$ cat config.mk
export PLATFORM = sky130hd
export DESIGN_NAME = dac_serial_front
export DESIGN_NICKNAME = d
export VERILOG_FILES = /design/src/rtl/dsf_pkg.sv /design/src/rtl/dsf_shift.sv /design/src/rtl/dsf_group.sv /design/src/rtl/dac_serial_front.sv
export SDC_FILE = /design/constraint.sdc
export NUM_CORES = 1
export LEC_CHECK = 0
export ABC_CLOCK_PERIOD_IN_PS = 6200
export CORE_UTILIZATION = 52
export DETAILED_ROUTE_END_ITERATION = 12
export PLACE_DENSITY = 0.75
export SETUP_SLACK_MARGIN = 0.15
export SLEW_MARGIN = 20
export SYNTH_ARGS = -nofsm -noshare
export SYNTH_HDL_FRONTEND = slang
export SYNTH_SLANG_ARGS = --single-unit
$ cat constraint.sdc
create_clock -name clk -period 6.2 [get_ports clk]
set_input_delay 1.24 -clock clk [delete_from_list [all_inputs] [get_ports clk]]
set_output_delay 1.24 -clock clk [all_outputs]
set_load 0.1 [all_outputs]
$ cat src/rtl/dsf_pkg.sv
package dsf_pkg;
    localparam int FRAME_BITS = 32;
    localparam int OP_LSB     = 24;
    localparam int ADDR_LSB   = 20;
    localparam int FIELD_TOP  = 20;

    typedef enum logic [3:0] {
        OP_LOAD_IN   = 4'd0,
        OP_UPDATE    = 4'd1,
        OP_LOAD_UPD  = 4'd2,
        OP_POWER     = 4'd3,
        OP_CLR_CODE  = 4'd4,
        OP_OVERRIDE  = 4'd5,
        OP_REFERENCE = 4'd6
    } op_e;
endpackage

$ cat src/rtl/dsf_shift.sv
module dsf_shift #(
    parameter int FRAME = 32,
    parameter int NGRP  = 2
) (
    input  logic             clk,
    input  logic             rst_n,
    input  logic             sclk_i,
    input  logic             sdin_i,
    input  logic [NGRP-1:0]  syncn_i,
    output logic             exec_o,
    output logic [FRAME-1:0] word_o,
    output logic [NGRP-1:0]  grp_o
);
    localparam int CW = $clog2(FRAME + 1);

    typedef struct packed {
        logic             sclk;
        logic             sclk_p;
        logic             sdin;
        logic [NGRP-1:0]  syncn;
        logic [NGRP-1:0]  syncn_p;
        logic [CW-1:0]    cnt;
        logic [FRAME-1:0] shreg;
    } st_t;

    st_t st_q, st_d;
    logic fall, rise, active;

    always_comb begin
        st_d         = st_q;
        st_d.sclk    = sclk_i;
        st_d.sclk_p  = st_q.sclk;
        st_d.sdin    = sdin_i;
        st_d.syncn   = syncn_i;
        st_d.syncn_p = st_q.syncn;
        fall   = st_q.sclk_p & ~st_q.sclk;
        rise   = |(st_q.syncn & ~st_q.syncn_p);
        active = ~&st_q.syncn;
        word_o = {st_q.shreg[FRAME-2:0], st_q.sdin};
        exec_o = fall & active & ~rise & (st_q.cnt == CW'(FRAME - 1));
        grp_o  = ~st_q.syncn;
        if (!active || rise) begin
            st_d.cnt = '0;
        end else if (fall && st_q.cnt != CW'(FRAME)) begin
            st_d.cnt   = st_q.cnt + 1'b1;
            st_d.shreg = word_o;
        end
    end

    always_ff @(posedge clk or negedge rst_n) begin
        if (!rst_n) begin
            st_q         <= '0;
            st_q.sclk    <= 1'b1;
            st_q.sclk_p  <= 1'b1;
            st_q.syncn   <= '1;
            st_q.syncn_p <= '1;
        end else begin
            st_q <= st_d;
        end
    end


    done_chk: assert property (@(posedge clk) disable iff (!rst_n)
        (st_q.cnt == CW'(FRAME)) |-> !exec_o);


    exec_cnt_chk: assert property (@(posedge clk) disable iff (!rst_n)
        exec_o |=> (st_q.cnt == CW'(FRAME)) || (st_q.cnt == '0));
endmodule

$ cat src/rtl/dsf_group.sv
module dsf_group
    import dsf_pkg::*;
#(
    parameter int NCH   = 8,
    parameter int DW    = 12,
    parameter int FRAME = 32
) (
    input  logic              clk,
    input  logic              rst_n,
    input  logic              exec_i,
    input  logic [FRAME-1:0]  word_i,
    input  logic              ldac_n_i,
    input  logic              clr_n_i,
    output logic [NCH*DW-1:0] dac_o,
    output logic [NCH-1:0]    pwr_dn_o,
    output logic              ref_en_o
);
    localparam int DATA_LSB = FIELD_TOP - DW;

    typedef struct packed {
        logic [NCH-1:0][DW-1:0] inr;
        logic [NCH-1:0][DW-1:0] dac;
        logic [NCH-1:0]         pd;
        logic [NCH-1:0]         ovr;
        logic [DW-1:0]          clrc;
        logic                   ref_req;
    } grp_t;

    grp_t g_q, g_d;
    op_e             op;
    logic [3:0]      addr;
    logic [DW-1:0]   data;
    logic [NCH-1:0]  mask;
    logic [NCH-1:0]  sel;

    always_comb begin
        g_d  = g_q;
        op   = op_e'(word_i[OP_LSB +: 4]);
        addr = word_i[ADDR_LSB +: 4];
        data = word_i[DATA_LSB +: DW];
        mask = word_i[DATA_LSB +: NCH];
        for (int i = 0; i < NCH; i++) begin
            sel[i] = exec_i && (addr == 4'hF || addr == 4'(i));
            if (sel[i] && (op == OP_LOAD_IN || op == OP_LOAD_UPD))
                g_d.inr[i] = data;
            if (!clr_n_i)
                g_d.dac[i] = g_q.clrc;
            else if (!ldac_n_i || g_q.ovr[i])
                g_d.dac[i] = g_q.inr[i];
            else if (sel[i] && op == OP_UPDATE)
                g_d.dac[i] = g_q.inr[i];
            else if (sel[i] && op == OP_LOAD_UPD)
                g_d.dac[i] = data;
        end
        if (exec_i) begin
            case (op)
                OP_POWER:     g_d.pd      = mask;
                OP_CLR_CODE:  g_d.clrc    = data;
                OP_OVERRIDE:  g_d.ovr     = mask;
                OP_REFERENCE: g_d.ref_req = word_i[0];
                default: ;
            endcase
        end
    end

    always_ff @(posedge clk or negedge rst_n) begin
        if (!rst_n) g_q <= '0;
        else        g_q <= g_d;
    end

    assign dac_o    = g_q.dac;
    assign pwr_dn_o = g_q.pd;
    assign ref_en_o = g_q.ref_req & ~&g_q.pd;

    generate
        for (genvar c = 0; c < NCH; c++) begin : g_chk

            clr_chk: assert property (@(posedge clk) disable iff (!rst_n)
                !clr_n_i |=> g_q.dac[c] == $past(g_q.clrc));

            ovr_chk: assert property (@(posedge clk) disable iff (!rst_n)
                (clr_n_i && g_q.ovr[c]) |=> g_q.dac[c] == $past(g_q.inr[c]));

            hold_chk: assert property (@(posedge clk) disable iff (!rst_n)
                (clr_n_i && ldac_n_i && !g_q.ovr[c] && !exec_i) |=> $stable(g_q.dac[c]));
        end
    endgenerate


    pd_keep_chk: assert property (@(posedge clk) disable iff (!rst_n)
        (exec_i && op == OP_POWER && clr_n_i && ldac_n_i && g_q.ovr == '0)
        |=> $stable(g_q.dac));
endmodule

$ cat src/rtl/dac_serial_front.sv
module dac_serial_front
    import dsf_pkg::*;
#(
    parameter int NGRP = 2,
    parameter int NCH  = 8,
    parameter int DW   = 12
) (
    input  logic                   clk,
    input  logic                   rst_n,
    input  logic                   sclk_i,
    input  logic                   sdin_i,
    input  logic [NGRP-1:0]        sync_n_i,
    input  logic                   ldac_n_i,
    input  logic                   clr_n_i,
    output logic [NGRP*NCH*DW-1:0] dac_code_o,
    output logic [NGRP*NCH-1:0]    pwr_dn_o,
    output logic [NGRP-1:0]        ref_en_o
);
    localparam int GW = NCH * DW;

    typedef struct packed {
        logic ldac_n;
        logic clr_n;
    } pin_t;

    pin_t pin_q, pin_d;
    logic                  exec;
    logic [FRAME_BITS-1:0] word;
    logic [NGRP-1:0]       grp;

    always_comb begin
        pin_d.ldac_n = ldac_n_i;
        pin_d.clr_n  = clr_n_i;
    end

    always_ff @(posedge clk or negedge rst_n) begin
        if (!rst_n) pin_q <= '1;
        else        pin_q <= pin_d;
    end

    dsf_shift #(.FRAME(FRAME_BITS), .NGRP(NGRP)) u_shift (
        .clk     (clk),
        .rst_n   (rst_n),
        .sclk_i  (sclk_i),
        .sdin_i  (sdin_i),
        .syncn_i (sync_n_i),
        .exec_o  (exec),
        .word_o  (word),
        .grp_o   (grp)
    );

    generate
        for (genvar g = 0; g < NGRP; g++) begin : g_grp
            dsf_group #(.NCH(NCH), .DW(DW), .FRAME(FRAME_BITS)) u_grp (
                .clk      (clk),
                .rst_n    (rst_n),
                .exec_i   (exec & grp[g]),
                .word_i   (word),
                .ldac_n_i (pin_q.ldac_n),
                .clr_n_i  (pin_q.clr_n),
                .dac_o    (dac_code_o[g*GW +: GW]),
                .pwr_dn_o (pwr_dn_o[g*NCH +: NCH]),
                .ref_en_o (ref_en_o[g])
            );
        end
    endgenerate
endmodule

== Word-level counts from Yosys, hierarchy flattened ==
Cells that the tools add are included.

* Register bits: 489
* Input port bits: 8
* Output and inout bits: 210
* Logic and storage cells: 273

* Add/subtract/negate cells: 1
* Equal/unequal tests: 32
* Multiplexer cells: 66
* Bitwise gates (word level): 14
* Reduce and logical (&&, ||, !) cells: 111

{| class="wikitable"
|+ Operator list
! cell !! count
|-
| $mux 12 || 64
|-
| $logic_and 1x1->1 || 65
|-
| $ne 4x1->1 const B || 16
|-
| $mux 38 || 1
|-
| $eq 4x3->1 const B || 7
|-
| $logic_or 1x1->1 || 26
|-
| $reduce_and 2->1 || 10
|-
| $eq 4x2->1 const B || 4
|-
| $reduce_and 8->1 || 2
|-
| $and 1x1->1 || 8
|-
| $eq 4x1->1 const B || 2
|-
| $logic_not 4->1 || 2
|-
| $add 6x1->6 const B || 1
|-
| $eq 6x5->1 const B || 1
|-
| $mux 6 || 1
|-
| $ne 6x6->1 const B || 1
|-
| $eq 4x4->1 const B || 1
|-
| $logic_not 1->1 || 4
|-
| $not 2->2 || 2
|-
| $not 1->1 || 3
|-
| $and 2x2->2 || 1
|-
| $reduce_bool 2->1 || 1
|-
| $reduce_or 2->1 || 1
|}

== Longest topological paths before layout ==
* Word-level depth: 13
* Mapped depth: 9

== Hierarchy ==
From an unflattened synthesis, not the netlist that was laid out.

* Cell total of the unflattened synthesis: 2170
* Area total of the unflattened synthesis: 24840.1 µm²

{| class="wikitable"
|+ By module, submodules not included
! module !! instances !! cells each !! area an instance (µm²)
|-
| dsf_group || 2 || 1012 || 11349.6
|-
| dsf_shift || 1 || 142 || 2075.7
|-
| dac_serial_front || 1 || 4 || 65.1
|}

== Worst setup path before layout ==
OpenSTA, ideal clock, no wires.

* Path kind: register -> register
* Start: reg u_shift.st_q (netlist bit u_shift.word_o[26])
* End: reg g_grp[1].u_grp.g_q (netlist bit g_grp[1].u_grp.dac_o[38])
* Setup time: 0.123 ns
* Arrival: 2.178 ns
* Required time: 6.077 ns
* Setup slack: 3.899 ns
* Cell stages (with the launch flop): 8
* Period minus slack after synthesis: 2.301 ns
* Path through: dfrtp_1 -> buf_6 -> or4b_4 -> a2111oi_4 -> a311o_1 -> nand2_1 -> buf_6 -> o221a_1

* Cells in the longest elaborated chain, start to end: 5

{| class="wikitable"
|+ Ends and longest elaborated chain
! what !! line !! source
|-
| start, declared || dsf_shift.sv:26 || <nowiki>st_t st_q, st_d;</nowiki>
|-
| start signal, assigned || dsf_shift.sv:58 || <nowiki>st_q <= st_d;</nowiki>
|-
| $eq 4x1->1 || dsf_group.sv:50 || <nowiki>else if (sel[i] && op == OP_UPDATE)</nowiki>
|-
| $logic_and 1x1->1 || dsf_group.sv:50 ||
|-
| $mux 12 || dsf_group.sv:50 ||
|-
| $mux 12 || dsf_group.sv:48 || <nowiki>else if (!ldac_n_i || g_q.ovr[i])</nowiki>
|-
| $mux 12 || dsf_group.sv:46 || <nowiki>if (!clr_n_i)</nowiki>
|-
| end signal, assigned || dsf_group.sv:68 || <nowiki>else g_q <= g_d;</nowiki>
|-
| end, declared || dsf_group.sv:29 || <nowiki>grp_t g_q, g_d;</nowiki>
|}

Several ways; a longest one is shown, not always the timed one.
A chain may end at the register's enable or synchronous reset.

== Worst setup path after layout ==
* Start: reg g_grp[0].u_grp.g_q (netlist bit g_grp[0].u_grp.pwr_dn_o[0])
* End: out ref_en_o[0]

* Cells in the longest elaborated chain, start to end: 3

{| class="wikitable"
|+ Ends and longest elaborated chain
! what !! line !! source
|-
| start, declared || dsf_group.sv:29 ||
|-
| start signal, assigned || dsf_group.sv:68 ||
|-
| $reduce_and 8->1 || dsf_group.sv:73 || <nowiki>assign ref_en_o = g_q.ref_req & ~&g_q.pd;</nowiki>
|-
| $logic_not 1->1 || dsf_group.sv:73 ||
|-
| $and 1x1->1 || dsf_group.sv:73 ||
|-
| end, declared || dac_serial_front.sv:17 || <nowiki>output logic [NGRP-1:0] ref_en_o</nowiki>
|}

No other way between the ends.

==> flow_summary.yaml <==
run_status:
  status: "completed"
critical_path:
  cpMaxStageDelayCell: "clkdlybuf4s50_1"
  crit_arrival_ns: 2.36
  cp-start-kind: "register"
  cp_max_fo: 3
  critPathRequiredTime_ns: 4.96
  path_cells: "nand4_1, o21a_1, clkdlybuf4s50_1"
  criticalPathCategory: "register to output port"
  crit_family: "buffers and inverters"
  end_kind: "output port"
  critPathMaxStageDelay_ns: 1.12
  critPathBufInv: 1
timing:
  finalCritPeriodShare_pct: 58.00
  fin_ws_ns: 2.604
  relSlewSlack_pct: 25.51
  setup_viol: 0
  rsz0062_at_grt: "no"
  worst_slew_pin_slew_ns: 1.111
  report.final.hold_viol_count: 0
  maxSlewViolCount: 0
  max_freq_mhz: 278.1
  post-route-min-period_ns: 3.596
  clock_skew_ns: 0.01052
  fin_setup_tns_ns: 0
drt:
  dr.pass1.iters: 5
  drc: 0
  via_per_inst: 6.081
  vias: 15670
  routed_wl_um: 62600
  drt_iter0_drc: 1435
  antenna_left: 0
  detail_route.wl_per_cell_um: 24.30
die:
  start_util_pct: 53.14
  fp.dieW_um: 212.7
  io_pins: 218
  rows: 76
  chipHeight_um: 212.7
  dieArea_mm2: 0.04525
  core_mm2: 0.04346
clock_tree:
  clk_pin_slew_ns: 0.06
  cts_tree: "yes"
  postCtsSetupBuffers: 0
  htreeDepth: 2
  ctsHoldBuffers: 0
  clock-root-buffer: "clkbuf_16"
  numCtsBuffers: 50
  clock_sinks: 484
  cts_buffer_depth: 3
  insertion_delay_ns: 0.59
  cts-resized-gates: 0
pwr:
  clockPowerShare_pct: 39.9
  vdd_drop_max_uv: 182.2
  power_switching_share_pct: 29.34
  p_seq_share_pct: 45.3
  p_comb_share_pct: 14.8
  power.switching_w: 0.002166
  powerDensity_mw_per_mm2: 286.1
  finalPower_w: 0.007384
  p_int_w: 0.005218
  leakage_nw: 11.72
logic_synthesis:
  synth_top_cell_by_area: "dfrtp_1"
  ys_ff_latch: 484
  dominantRegCellSynth: "dfrtp_1"
  synthDominantCellAreaShare_pct: 51.58
  ys_top_cells_by_area: "dfrtp_1 52%, mux2_2 13%, buf_4 7.3%, nor2_1 4.3%, mux2i_1 4.2%"
  yosysSeqAreaShare_pct: 52.50
  synth_edf_count: 0
  synthesis.area_mm2: 0.02309
  syn_nets: 2002
  avgSynthCellArea_um2: 11.59
  synthDistinctLibCells: 68
  syn_inst: 1992
  synth-warning-count: 0
  synth-async-reset-ratio_pct: 100.0
cells_and_area:
  fin_cells: 2576
  areaGrowthSynthToFinish_pct: 11.79
  fin_nets: 1964
  final_layout_size_suffix_gt1_share_pct: 21.87
  design_area_mm2: 0.02581
flow_run:
  max_cap_violations: 0
placement:
  gp_congestion: 0.8899
  dp_cells: 2486
  dp_hpwl_um: 41230
  place_area_mm2: 0.02418
  place_ws_ns: 3.020
  portBuffers: 217
global_routing:
  grt_usage_pct: 28.02
  antenna_found_initial: 1
  grt_pass1_wl_um: 95880
  first_global_vias: 16020
  gr-total-overflow: 0
  grt_start_max_net_pins: 160
min_path:
  hold_class: "register to register"
cell usage in the layout, fill, tap and decap left out, types with 5 or more instances in the layout:
cell type and instances:
clkbuf_16 53, a41oi_1 14, a2111oi_0 52, nor4_1 18, o21bai_1 12, clkbuf_1 17, dfstp_2 7, o221a_1 38
buf_4 41, o221a_2 6, nor2b_1 26, mux2i_1 98, nor3_2 6, dfrtp_1 476, inv_1 17, mux2_2 265
a2111oi_1 11, nor3_1 6, clkbuf_8 14, or2_2 6, nand3b_1 12, nor4b_1 6, o32a_1 12, nand4_1 11
a21oi_1 94, xor2_1 5, nand2b_1 5, clkdlybuf4s50_1 216, nand2_1 70, nor2_1 266, o21ai_0 26
sequential cells by signal, indices dropped and copies added (netlist names):
name                  count
pin_q                     2
u_shift.st_d              3
g_grp.u_grp.pwr_dn_o     16
u_shift.st_q              9
g_grp.u_grp.g_q         234
u_shift.word_o           28
g_grp.u_grp.dac_o       192
per-stage QoR:
step	utilization (%)	hold slack, ns
CTS	59.32	0.4010
finish	59.40	0.4019
global placement	55.60	0.3941
detailed placement	55.64	0.3910
floorplan	-	0.3519
global route	59.39	0.4052
power by group through the flow:
stage / combinational, W / sequential, W / clock [W]
floorplan: 0.000878 / 0.00336 / 0
global placement: 0.00107 / 0.00340 / 0
detailed placement: 0.00109 / 0.00340 / 0
CTS: 0.00109 / 0.00334 / 0.00298
global route: 0.00114 / 0.00335 / 0.00311
finish: 0.00109 / 0.00334 / 0.00295
synthesized netlist by cell type (3+ instances only):
library cell,instances
nand2_1,70
a41oi_1,15
o221a_1,38
o21bai_1,12
nor3_2,4
a21oi_1,94
a211oi_1,6
a2111oi_1,11
buf_2,35
or3_1,4
a32oi_1,4
nand3b_1,12
a2111oi_0,52
nor4b_1,6
nor3_4,3
clkbuf_1,84
mux2i_1,98
xor2_1,5
dfstp_2,8
o21ai_0,27
buf_6,5
dfrtp_1,476
o41ai_2,4
nand4_1,11
nand2b_1,5
nor4_1,20
o31ai_2,3
buf_1,4
buf_4,223
inv_1,17
mux2_2,265
o221a_2,6
xnor2_1,3
or2_2,6
nor3_1,8
nor2b_1,26
nor2_1,267
a311o_1,4
o21a_1,4
o32a_1,12
routing by layer:
layer / global-route usage [%] / vias up / part of all wire [%]
li1: - / 6803 / -
met1: 37.80 / 8035 / 42
met2: 44.11 / 682 / 47
met3: 5.692 / 145 / 7.4
met4: 12.03 / 0 / 3.9
met5: 0 / - / 0
final cells by class:
cell class / instances / area, um2
Fill cell: 3438 / 17640
Sequential cell: 484 / 12130
Multi-Input combinational cell: 1139 / 8750
Timing Repair Buffer: 261 / 2532
Clock buffer: 84 / 1583
Tap cell: 585 / 732.0
Inverter: 18 / 67.56
Clock inverter: 3 / 17.52
Antenna cell: 2 / 5.005
cells by family after synthesis:
group                      synth area share [%]
AOI/OAI and AO/OA                         10.58
xor gates and xnor gates                 0.3035
DFF                                       52.50
buffers and inverters                     9.976
and+or+nand+nor                           9.369
muxes                                     17.17
adders and majority gates                0.1084
worst paths after layout:
kind,startpoint,end,slack [ns],cells after the start
worst max-delay path,g_grp[0].u_grp.pwr_dn_o[0],ref_en_o[0],2.60,3
max in group asynchronous,rst_n,g_grp[0].u_grp.dac_o[21],4.24,2
min in group asynchronous,rst_n,g_grp[1].u_grp.dac_o[43],0.63,1
worst min register to register,u_shift.st_d[43],u_shift.st_q[43],0.40,0
worst max register to register,u_shift.st_q[33],g_grp[0].u_grp.g_q[201],2.96,6
worst min-delay path,u_shift.st_d[43],u_shift.st_q[43],0.40,0
Note: power is estimated with default switching activity, not from simulation.
